==> config.mk <==
export PLATFORM = sky130hd
export DESIGN_NAME = nvm_unlock_seq
export DESIGN_NICKNAME = d
export VERILOG_FILES = /design/src/rtl/nvm_seq_pkg.sv /design/src/rtl/nvm_key_fsm.sv /design/src/rtl/nvm_op_timer.sv /design/src/rtl/nvm_unlock_seq.sv
export SDC_FILE = /design/constraint.sdc
export NUM_CORES = 1
export LEC_CHECK = 0
export BUFFER_PORTS_ARGS = -buffer_cell sky130_fd_sc_hd__buf_2
export CAP_MARGIN = 15
export CELL_PAD_IN_SITES_DETAIL_PLACEMENT = 1
export CELL_PAD_IN_SITES_GLOBAL_PLACEMENT = 2
export CORE_MARGIN = 2
export CORE_UTILIZATION = 37
export CTS_CLUSTER_DIAMETER = 80
export CTS_CLUSTER_SIZE = 30
export DETAILED_ROUTE_END_ITERATION = 6
export GPL_TIMING_DRIVEN = 0
export PLACE_DENSITY_LB_ADDON = 0.1
export SYNTH_ARGS = -nofsm -noshare
export SYNTH_HDL_FRONTEND = slang
export SYNTH_SLANG_ARGS = --single-unit
==> constraint.sdc <==
create_clock -name clk -period 3.8 [get_ports clk]
set_clock_uncertainty 0.2 [all_clocks]
set_input_delay 0.57 -clock clk [delete_from_list [all_inputs] [get_ports clk]]
set_output_delay 0.57 -clock clk [all_outputs]
set_load 0.03 [all_outputs]
==> src/rtl/nvm_seq_pkg.sv <==
package nvm_seq_pkg;

    localparam logic [1:0]  REG_CTRL = 2'd0;
    localparam logic [1:0]  REG_KEY  = 2'd1;
    localparam logic [1:0]  REG_PAGE = 2'd2;
    localparam logic [1:0]  REG_OFFS = 2'd3;

    localparam logic [15:0] KEY_FIRST  = 16'h0055;
    localparam logic [15:0] KEY_SECOND = 16'h00AA;

    localparam logic [3:0]  OP_PAGE_ERASE = 4'b0010;
    localparam logic [3:0]  OP_ROW_PROG   = 4'b0001;

    localparam int BIT_START = 15;
    localparam int BIT_WREN  = 14;
    localparam int BIT_ERR   = 13;
    localparam int BIT_ERSEL = 6;

    typedef enum logic [1:0] {
        KS_IDLE = 2'd0,
        KS_HALF = 2'd1,
        KS_OPEN = 2'd2
    } key_state_e;

    function automatic logic op_is_legal(input logic [3:0] op, input logic ersel);
        return (op == OP_PAGE_ERASE && ersel) || (op == OP_ROW_PROG && !ersel);
    endfunction

endpackage

==> src/rtl/nvm_key_fsm.sv <==
module nvm_key_fsm
    import nvm_seq_pkg::*;
(
    input  logic        clk,
    input  logic        rst_n,
    input  logic        wr_i,
    input  logic        key_sel_i,
    input  logic [15:0] wdata_i,
    input  logic        busy_i,
    output logic        unlocked_o
);

    key_state_e st_d, st_q;

    always_comb begin
        st_d = st_q;
        if (busy_i) begin
            st_d = KS_IDLE;
        end else if (wr_i) begin
            if (key_sel_i && wdata_i == KEY_FIRST && st_q != KS_HALF)
                st_d = KS_HALF;
            else if (key_sel_i && wdata_i == KEY_SECOND && st_q == KS_HALF)
                st_d = KS_OPEN;
            else
                st_d = KS_IDLE;
        end
    end

    always_ff @(posedge clk or negedge rst_n) begin
        if (!rst_n) st_q <= KS_IDLE;
        else        st_q <= st_d;
    end

    assign unlocked_o = (st_q == KS_OPEN);

    // the open state is reached only through the second key write
    p_open_after_key_r3: assert property (@(posedge clk) disable iff (!rst_n)
        (st_q == KS_OPEN && $past(st_q) != KS_OPEN) |->
            $past(wr_i && key_sel_i && wdata_i == KEY_SECOND));

    // an operation in progress always drops the unlock
    p_lock_when_busy_r11: assert property (@(posedge clk) disable iff (!rst_n)
        $past(busy_i) |-> st_q == KS_IDLE);

endmodule

==> src/rtl/nvm_op_timer.sv <==
module nvm_op_timer #(
    parameter int ERASE_CYCLES = 400,
    parameter int PROG_CYCLES  = 100
) (
    input  logic clk,
    input  logic rst_n,
    input  logic start_i,
    input  logic is_erase_i,
    output logic busy_o,
    output logic erase_o,
    output logic done_o
);

    localparam int MAX_CYC = (ERASE_CYCLES > PROG_CYCLES) ? ERASE_CYCLES : PROG_CYCLES;
    localparam int CNT_W   = $clog2(MAX_CYC + 1);

    typedef struct packed {
        logic             busy;
        logic             erase;
        logic             done;
        logic [CNT_W-1:0] cnt;
    } tmr_t;

    tmr_t r_d, r_q;

    always_comb begin
        r_d      = r_q;
        r_d.done = 1'b0;
        if (r_q.busy) begin
            if (r_q.cnt == '0) begin
                r_d.busy = 1'b0;
                r_d.done = 1'b1;
            end else begin
                r_d.cnt = r_q.cnt - 1'b1;
            end
        end else if (start_i) begin
            r_d.busy  = 1'b1;
            r_d.erase = is_erase_i;
            r_d.cnt   = is_erase_i ? CNT_W'(ERASE_CYCLES - 1) : CNT_W'(PROG_CYCLES - 1);
        end
    end

    always_ff @(posedge clk or negedge rst_n) begin
        if (!rst_n) r_q <= '0;
        else        r_q <= r_d;
    end

    assign busy_o  = r_q.busy;
    assign erase_o = r_q.erase;
    assign done_o  = r_q.done;

    // the remaining count never exceeds the selected duration
    p_cnt_bound_r8: assert property (@(posedge clk) disable iff (!rst_n)
        busy_o |-> (32'(r_q.cnt) < (erase_o ? ERASE_CYCLES : PROG_CYCLES)));

    // done fires only as busy falls
    p_done_on_fall_r10: assert property (@(posedge clk) disable iff (!rst_n)
        done_o |-> (!busy_o && $past(busy_o)));

endmodule

==> src/rtl/nvm_unlock_seq.sv <==
module nvm_unlock_seq
    import nvm_seq_pkg::*;
#(
    parameter int PAGE_W       = 7,
    parameter int ERASE_CYCLES = 400,
    parameter int PROG_CYCLES  = 100
) (
    input  logic              clk,
    input  logic              rst_n,
    input  logic              bus_wr,
    input  logic [1:0]        bus_addr,
    input  logic [15:0]       bus_wdata,
    output logic [15:0]       bus_rdata,
    output logic              stall_o,
    output logic              done_o,
    output logic              fl_erase_o,
    output logic              fl_prog_o,
    output logic [PAGE_W+8:0] fl_addr_o
);

    localparam int ADDR_W = PAGE_W + 9;
    localparam int OFFS_W = 9;
    localparam int ROW_LSB = 6;

    typedef struct packed {
        logic [3:0]        op;
        logic              ersel;
        logic              wren;
        logic              err;
        logic [PAGE_W-1:0] page;
        logic [OFFS_W-1:0] offs;
        logic [ADDR_W-1:0] addr;
    } regs_t;

    regs_t r_d, r_q;

    logic busy, tmr_erase, unlocked;
    logic ctrl_wr, start_req, legal, launch;

    nvm_key_fsm u_keys (
        .clk       (clk),
        .rst_n     (rst_n),
        .wr_i      (bus_wr),
        .key_sel_i (bus_addr == REG_KEY),
        .wdata_i   (bus_wdata),
        .busy_i    (busy),
        .unlocked_o(unlocked)
    );

    nvm_op_timer #(
        .ERASE_CYCLES(ERASE_CYCLES),
        .PROG_CYCLES (PROG_CYCLES)
    ) u_timer (
        .clk       (clk),
        .rst_n     (rst_n),
        .start_i   (launch),
        .is_erase_i(bus_wdata[BIT_ERSEL]),
        .busy_o    (busy),
        .erase_o   (tmr_erase),
        .done_o    (done_o)
    );

    always_comb begin
        ctrl_wr   = bus_wr && (bus_addr == REG_CTRL) && !busy;
        start_req = ctrl_wr && bus_wdata[BIT_START] && bus_wdata[BIT_WREN];
        legal     = op_is_legal(bus_wdata[3:0], bus_wdata[BIT_ERSEL]);
        launch    = start_req && unlocked && legal;

        r_d = r_q;
        if (ctrl_wr) begin
            r_d.op    = bus_wdata[3:0];
            r_d.ersel = bus_wdata[BIT_ERSEL];
            r_d.wren  = bus_wdata[BIT_WREN];
            if (bus_wdata[BIT_ERR]) r_d.err = 1'b0;
            if (start_req && !launch) r_d.err = 1'b1;
        end
        if (bus_wr && bus_addr == REG_PAGE) r_d.page = bus_wdata[PAGE_W-1:0];
        if (bus_wr && bus_addr == REG_OFFS) r_d.offs = bus_wdata[OFFS_W-1:0];
        if (launch) begin
            if (bus_wdata[BIT_ERSEL])
                r_d.addr = {r_q.page, {OFFS_W{1'b0}}};
            else
                r_d.addr = {r_q.page, r_q.offs[OFFS_W-1:ROW_LSB], {ROW_LSB{1'b0}}};
        end
    end

    always_ff @(posedge clk or negedge rst_n) begin
        if (!rst_n) r_q <= '0;
        else        r_q <= r_d;
    end

    always_comb begin
        case (bus_addr)
            REG_CTRL: bus_rdata = {busy, r_q.wren, r_q.err, 6'b0, r_q.ersel, 2'b0, r_q.op};
            REG_PAGE: bus_rdata = {{(16-PAGE_W){1'b0}}, r_q.page};
            REG_OFFS: bus_rdata = {{(16-OFFS_W){1'b0}}, r_q.offs};
            default:  bus_rdata = 16'h0000;
        endcase
    end

    assign stall_o    = busy;
    assign fl_erase_o = busy && tmr_erase;
    assign fl_prog_o  = busy && !tmr_erase;
    assign fl_addr_o  = r_q.addr;

    // an operation only begins right after an unlock
    p_start_needs_key_r4: assert property (@(posedge clk) disable iff (!rst_n)
        $rose(stall_o) |-> $past(unlocked));

    // at most one command line is active, and only while stalled
    p_cmd_excl_r8: assert property (@(posedge clk) disable iff (!rst_n)
        !(fl_erase_o && fl_prog_o) && ((fl_erase_o || fl_prog_o) == stall_o));

    // the address holds for the whole operation
    p_addr_stable_r9: assert property (@(posedge clk) disable iff (!rst_n)
        (stall_o && $past(stall_o)) |-> $stable(fl_addr_o));

    // control fields are frozen while busy
    p_ctrl_frozen_r11: assert property (@(posedge clk) disable iff (!rst_n)
        (stall_o && $past(stall_o)) |-> ($stable(r_q.op) && $stable(r_q.wren) && $stable(r_q.err)));

endmodule

==> flow_metrics.env, run 1 <==
export IMPL_status="complete, no violations"
export IMPL_hpwl_microns=4169
export IMPL_clk_pin_slew_worst_paths_ns=0.09
export IMPL_max_freq_ghz=0.3488
export IMPL_layout_min_cycle_time_ns=2.867
export IMPL_clk_latency_ns=0.30
export IMPL_finalCritPeriodShare_pct=75.46
export IMPL_setup_slack_ns=0.9326
export IMPL_vias_per_cell=5.119
export IMPL_drtIter0Drc=41
export IMPL_final_net_count=297
export IMPL_core_sq_mm=0.006350
export IMPL_routed_wl_microns=5702
export IMPL_via_count=1802
export IMPL_cts_resized=0
export IMPL_crit_type="input pin to output pin"
export IMPL_hold_viol=0
export IMPL_yosysSeqAreaShare_pct=48.63
export IMPL_ir_drop_mv=0.2121
export IMPL_syn_area_sq_mm=0.002419
export IMPL_cts_buffers_inserted=5
export IMPL_setup_tns_ns=0
export IMPL_port_buffers=45
export IMPL_grt_max_degree=48
export IMPL_netlist_instances=212
export IMPL_relSlewSlack_pct=53.83
export IMPL_antenna_found_initial=0
export IMPL_layout_drive_gt1_share_pct=42.18
export IMPL_r2r_end="u_timer.r_q[2]"
export IMPL_cp_start_kind="input pin"
export IMPL_leakage_nw=1.406
export IMPL_syn_area_per_cell_sq_um=11.41
export IMPL_cts_tree="built"
export IMPL_setup_violations=0
export IMPL_cp_arrival_ns=2.10
export IMPL_worst_hold_path_type="flip-flop to flip-flop"
export IMPL_fill_cells=724
export IMPL_startpoint="bus_addr[0]"
export IMPL_ioPinCount=57
export IMPL_endpoint_kind="output pin"
export IMPL_synthDistinctLibCells=45
export IMPL_worstRegToRegCells=7
export IMPL_grt_overflow=0
export IMPL_rsz0062_at_grt="no"
export IMPL_synth_edf_count=0
export IMPL_grt_pass1_vias=1821
export IMPL_cts_sinks=47
export IMPL_cap_violations=0
export IMPL_yosysTopAreaCell="dfrtp_1"
export IMPL_cts_hold_buffers=0
export IMPL_htreeDepth=2
export IMPL_syn2layout_area_growth_pct=19.55
export IMPL_cp_max_fo=10
export IMPL_power_density_mw_per_mm2=355.4
export IMPL_synth_seq_cells=47
export IMPL_dr_pass1_iters=4
export IMPL_drc=0
export IMPL_cp_required_ns=3.03
export IMPL_wl_per_cell_microns=16.20
export IMPL_rows=29
export IMPL_worst_pin_slew_ns=0.6900
export IMPL_mostFrequentLayoutCells="buf_2, dfrtp_1, mux2_2, buf_4, nand2_1"
export IMPL_die_y_microns=84.85
export IMPL_routabilityCongestion=0.7454
export IMPL_cts_root_buf="clkbuf_8"
export IMPL_synth_area_leaders="dfrtp_1, mux2_2, buf_4"
export IMPL_preCtsSetupSlack_ns=0.9259
export IMPL_start_util_pct=38.09
export IMPL_ant_nets=0
export IMPL_synth_ff_type="dfrtp_1"
export IMPL_track_usage_pct=16.49
export IMPL_die_area_sq_mm=0.007200
export IMPL_yosys_area_top_type_share_pct=48.63
export IMPL_antenna_cells=0
export IMPL_slew_viol_final=0
export IMPL_async_flop_share_pct=100.0
export IMPL_hp_start="u_timer.r_q[8]"
export IMPL_post_cts_buffers=0
export IMPL_cts_buffer_depth=2
export IMPL_synth_warnings=0
export IMPL_r2r_setup_slack_ns=1.23
export IMPL_r2r_start="u_timer.r_q[0]"
export IMPL_grt_pass1_wl_microns=9466
export IMPL_die_width_microns=84.85
export IMPL_crit_end="bus_rdata[6]"
[registers in the layout, summed over array words and instances (netlist names)]
name and flops:
r_q 23, fl_addr_o 10, u_timer.done_o 1, u_timer.erase_o 1, u_timer.r_q 9, u_timer.busy_o 1, u_keys.st_q 2
[kinds of logic (layout without fill, tap and decap cells)]
logic type | Yosys count | in the layout | share of synthesized area, %
and+or+nand+nor | 62 | 62 | 15.26
DFF | 47 | 47 | 48.63
buffers and inverters | 35 | 89 | 8.950
muxes | 34 | 34 | 15.73
AOI/OAI and AO/OA | 28 | 28 | 9.313
xor gates and xnor gates | 4 | 4 | 1.448
adders and majority gates | 1 | 1 | 0.5172
other | 1 | 10 | 0.1551
[routing by layer]
metal  track usage, %  wire (microns)  vias to the layer above
li1                 -               -                      852
met1            22.16            2642                      906
met2            27.77            2811                       36
met3            3.405             183                        8
met4            3.463              64                        0
met5                0               0                        -
[layout make-up]
cell class	instances	area [sq um]	area share [%]
flip-flops and latches	47	1176	40.68
multi-input cells	139	1060	36.65
clock buffers	6	82.58	2.856
clock inverters	1	5.005	0.1731
well taps	77	96.34	3.332
repair buffers	47	255.2	8.827
inverters	8	30.03	1.039
plain buffers	27	186.4	6.447
[cells in the mapped netlist, types with 3 or more instances]
cell,count
nor4bb_1,3
a221oi_2,3
nor2_1,7
xnor2_1,4
buf_4,20
nor4_1,3
and2_1,6
o21ai_0,8
dfrtp_1,47
clkbuf_1,4
inv_1,8
and3_1,3
nor3_1,3
mux2_2,32
nor2b_1,4
nand2_1,16
nand3_1,3
a22o_1,5
[worst max-delay path: stages]
cell and delay, ns:
buf_2 0.13, clkbuf_1 0.30, nor2_1 0.63, a22o_1 0.27
buf_2 0.20
[power by group]
group | internal, mW | switching, mW
clock network | 0.143 | 0.162
registers | 0.533 | 0.0235
logic | 0.0723 | 0.0940
[how the worst min path moves through the flow]
stage                endpoint  slack, ns  cells past startpoint
2_1_floorplan   fl_addr_o[10]       0.07                      0
3_3_place_gp   u_timer.done_o       0.25                      1
3_5_place_dp   u_timer.done_o       0.27                      1
4_1_cts        u_timer.done_o       0.28                      1
5_1_grt        u_timer.done_o       0.29                      1
6_report       u_timer.done_o       0.29                      1
[per-stage QoR]
step | hold WS [ns] | instances | total power [mW] | utilization (%) | cell area [sq um]
4_1_cts | 0.2824 | 350 | 1.039 | 45.06 | 2861
5_1_grt | 0.2943 | 352 | 1.079 | 45.54 | 2892
3_5_place_dp | 0.2702 | 343 | 0.7320 | 43.68 | 2774
6_report | 0.2878 | 352 | 1.028 | 45.54 | 2892
2_1_floorplan | 0.07441 | 221 | 0.6700 | - | 2452
3_3_place_gp | 0.2538 | 343 | 0.7274 | 43.68 | 2774
(Power assumes the default switching activity.)
==> run 2, diff against run 1 <==
--- a/config.mk
+++ b/config.mk
@@ -5,12 +5,13 @@
 export SDC_FILE = /design/constraint.sdc
 export NUM_CORES = 1
 export LEC_CHECK = 0
+export ABC_AREA = 1
 export BUFFER_PORTS_ARGS = -buffer_cell sky130_fd_sc_hd__buf_2
 export CAP_MARGIN = 15
 export CELL_PAD_IN_SITES_DETAIL_PLACEMENT = 1
 export CELL_PAD_IN_SITES_GLOBAL_PLACEMENT = 2
 export CORE_MARGIN = 2
-export CORE_UTILIZATION = 37
+export CORE_UTILIZATION = 31
 export CTS_CLUSTER_DIAMETER = 80
 export CTS_CLUSTER_SIZE = 30
 export DETAILED_ROUTE_END_ITERATION = 6
==> constraint.sdc (replaced) <==
create_clock -name clk -period 2.7 [get_ports clk]
set_clock_uncertainty 0.2 [all_clocks]
set_input_delay 0.405 -clock clk [delete_from_list [all_inputs] [get_ports clk]]
set_output_delay 0.405 -clock clk [all_outputs]
set_load 0.03 [all_outputs]
==> run 2 against run 1 <==
Against the previous run:
- sequential power up 38%
- highest routed layer unchanged
- worst setup slack worse by 0.29 ns
- die area up 24%
- flip-flop and latch count unchanged
- critical endpoint unchanged
- area after synthesis up 4.6%
==> flow_metrics.env, run 2 <==
export IMPL_status="complete, no violations"
export IMPL_fill_cells=974
export IMPL_grt_max_degree=48
export IMPL_relSlewSlack_pct=60.65
export IMPL_yosys_area_top_type_share_pct=46.49
export IMPL_power_density_mw_per_mm2=499.7
export IMPL_path_cells="buf_2 > inv_1 > nor2_1 > inv_1 > o211ai_1 > buf_2"
export IMPL_final_common_cell="nand2_1"
export IMPL_synth_ff_type="dfrtp_1"
export IMPL_syn2layout_area_growth_pct=21.27
export IMPL_ir_drop_mv=0.1946
export IMPL_cts_root_buf="clkbuf_8"
export IMPL_rows=32
export IMPL_cp_slowest_stage_delay_ns=0.27
export IMPL_ff_latch_area_sq_mm=0.001176
export IMPL_multi_input_area_sq_mm=0.001023
export IMPL_routabilityCongestion=0.7376
export IMPL_rsz0062_at_grt="no"
export IMPL_grt_pass1_wl_microns=11150
export IMPL_setup_violations=0
export IMPL_grt_pass1_vias=2203
export IMPL_regMostFlops="r_q"
export IMPL_antenna_cells=0
export IMPL_cp_max_fo=7
export IMPL_cts_sinks=47
export IMPL_synthDistinctLibCells=27
export IMPL_ant_nets=0
export IMPL_slowest_stage="o211ai_1"
export IMPL_cts_buffer_depth=2
export IMPL_cts_resized=0
export IMPL_endpoint_kind="output pin"
export IMPL_htreeDepth=2
export IMPL_via_count=2196
export IMPL_final_net_count=408
export IMPL_ioPinCount=57
export IMPL_async_flop_share_pct=100.0
export IMPL_syn_area_sq_mm=0.002530
export IMPL_total_power_mw=1.533
export IMPL_crit_type="input pin to output pin"
export IMPL_track_usage_pct=16.31
export IMPL_setup_tns_ns=0
export IMPL_netlist_instances=322
export IMPL_clk_latency_ns=0.30
export IMPL_cts_buffers_inserted=5
export IMPL_slew_viol_final=0
export IMPL_max_freq_ghz=0.4869
export IMPL_vias_per_cell=4.491
export IMPL_die_width_microns=94.34
export IMPL_worst_hold_path_type="input pin to flip-flop"
export IMPL_hpwl_microns=4954
export IMPL_yosysTopAreaCell="dfrtp_1"
export IMPL_worst_pin_slew_ns=0.5902
export IMPL_hold_viol=0
export IMPL_finalCritPeriodShare_pct=76.07
export IMPL_layout_drive_gt1_share_pct=25.58
export IMPL_antenna_found_initial=0
export IMPL_start_util_pct=32.40
export IMPL_dpl_cell_area_sq_mm=0.002922
export IMPL_port_buffers=46
export IMPL_core_sq_mm=0.007807
export IMPL_die_area_sq_mm=0.008900
export IMPL_yosysMostFrequentCell="nand2_1"
export IMPL_mostFrequentLayoutCells="nand2_1, buf_2, dfrtp_1, inv_1, o21ai_0"
export IMPL_synth_seq_cells=47
export IMPL_syn_area_per_cell_sq_um=7.857
export IMPL_synth_edf_count=0
export IMPL_die_y_microns=94.34
export IMPL_dr_pass1_iters=4
export IMPL_synth_area_leaders="dfrtp_1, nand2_1, buf_4"
export IMPL_drtIter0Drc=72
export IMPL_yosysSeqAreaShare_pct=46.49
export IMPL_synth_warnings=0
export IMPL_routed_wl_microns=6590
export IMPL_grt_overflow=0
export IMPL_cp_required_ns=2.10
export IMPL_largest_reg_flops=23
export IMPL_cts_tree="built"
export IMPL_clk_pin_slew_worst_paths_ns=0.09
export IMPL_post_cts_buffers=0
export IMPL_wl_per_cell_microns=13.48
export IMPL_synth_commonest_cells="nand2_1, dfrtp_1, inv_1"
export IMPL_cap_violations=0
export IMPL_fin_area_sq_mm=0.003068
export IMPL_layout_min_cycle_time_ns=2.054
export IMPL_drc=0
export IMPL_leakage_nw=1.676
export IMPL_cts_hold_buffers=0
export IMPL_cp_start_kind="input pin"
export IMPL_cp_arrival_ns=1.45
-- run 2: final timing paths --
path | start | end | slack (ns) | cells past startpoint
max | bus_addr[1] | bus_rdata[6] | 0.65 | 6
min | bus_wdata[8] | r_q[24] | 0.16 | 3
max reg2reg | u_timer.r_q[0] | u_timer.r_q[7] | 0.85 | 9
min reg2reg | fl_addr_o[14] | fl_addr_o[14] | 0.29 | 2
max in group asynchronous | rst_n | u_timer.r_q[7] | 1.33 | 3
min in group asynchronous | rst_n | r_q[21] | 0.43 | 2
-- run 2: final cells by class --
cell class,count,share of cell area (%)
clock buffers,5,2.243
multi-input cells,216,33.36
flip-flops and latches,47,38.34
repair buffers,48,8.483
plain buffers,27,6.770
well taps,102,4.160
inverters,41,5.098
clock inverters,3,1.550
-- run 2: critical path: cells and delay by family --
kind,cells,cell delay [ns]
AND/OR/NAND/NOR,1,0.12
AO/OA/AOI/OAI,1,0.27
buffers and inverters,4,0.65
-- run 2: metrics by stage --
| stage | std cells | setup WS (ns) | hold slack [ns] | util, % |
|---|---|---|---|---|
| floorplan | 331 | 0.7592 | -0.09059 | - |
| global placement | 479 | 0.6654 | 0.2626 | 37.42 |
| detailed placement | 479 | 0.6492 | 0.2726 | 37.42 |
| CTS | 487 | 0.6521 | 0.1517 | 38.91 |
| global route | 489 | 0.5378 | 0.1713 | 39.29 |
| finish | 489 | 0.6462 | 0.1604 | 39.29 |
-- run 2: per-layer routing --
layer | global-route usage (%) | vias up | part of all wire (%)
li1 | - | 1110 | -
met1 | 23.11 | 1036 | 49
met2 | 25.95 | 45 | 46
met3 | 2.953 | 5 | 4.2
met4 | 3.986 | 0 | 0.88
met5 | 0 | - | 0
-- run 2: cell families (layout without fill, tap and decap cells) --
family                     after synthesis  count (layout)  share of synthesized area [%]
buffers and inverters                   68             124                          14.39
and+or+nand+nor                        159             159                          27.60
adders and majority gates                1               1                         0.4945
AOI/OAI and AO/OA                       45              45                          10.53
DFF                                     47              47                          46.49
xor gates and xnor gates                 1               1                         0.3463
other                                    1              10                         0.1482
-- run 2: power breakdown --
group | switching (mW) | internal, mW
logic | 0.150 | 0.0673
registers | 0.0246 | 0.744
clock network | 0.265 | 0.281
total | 0.441 | 1.09
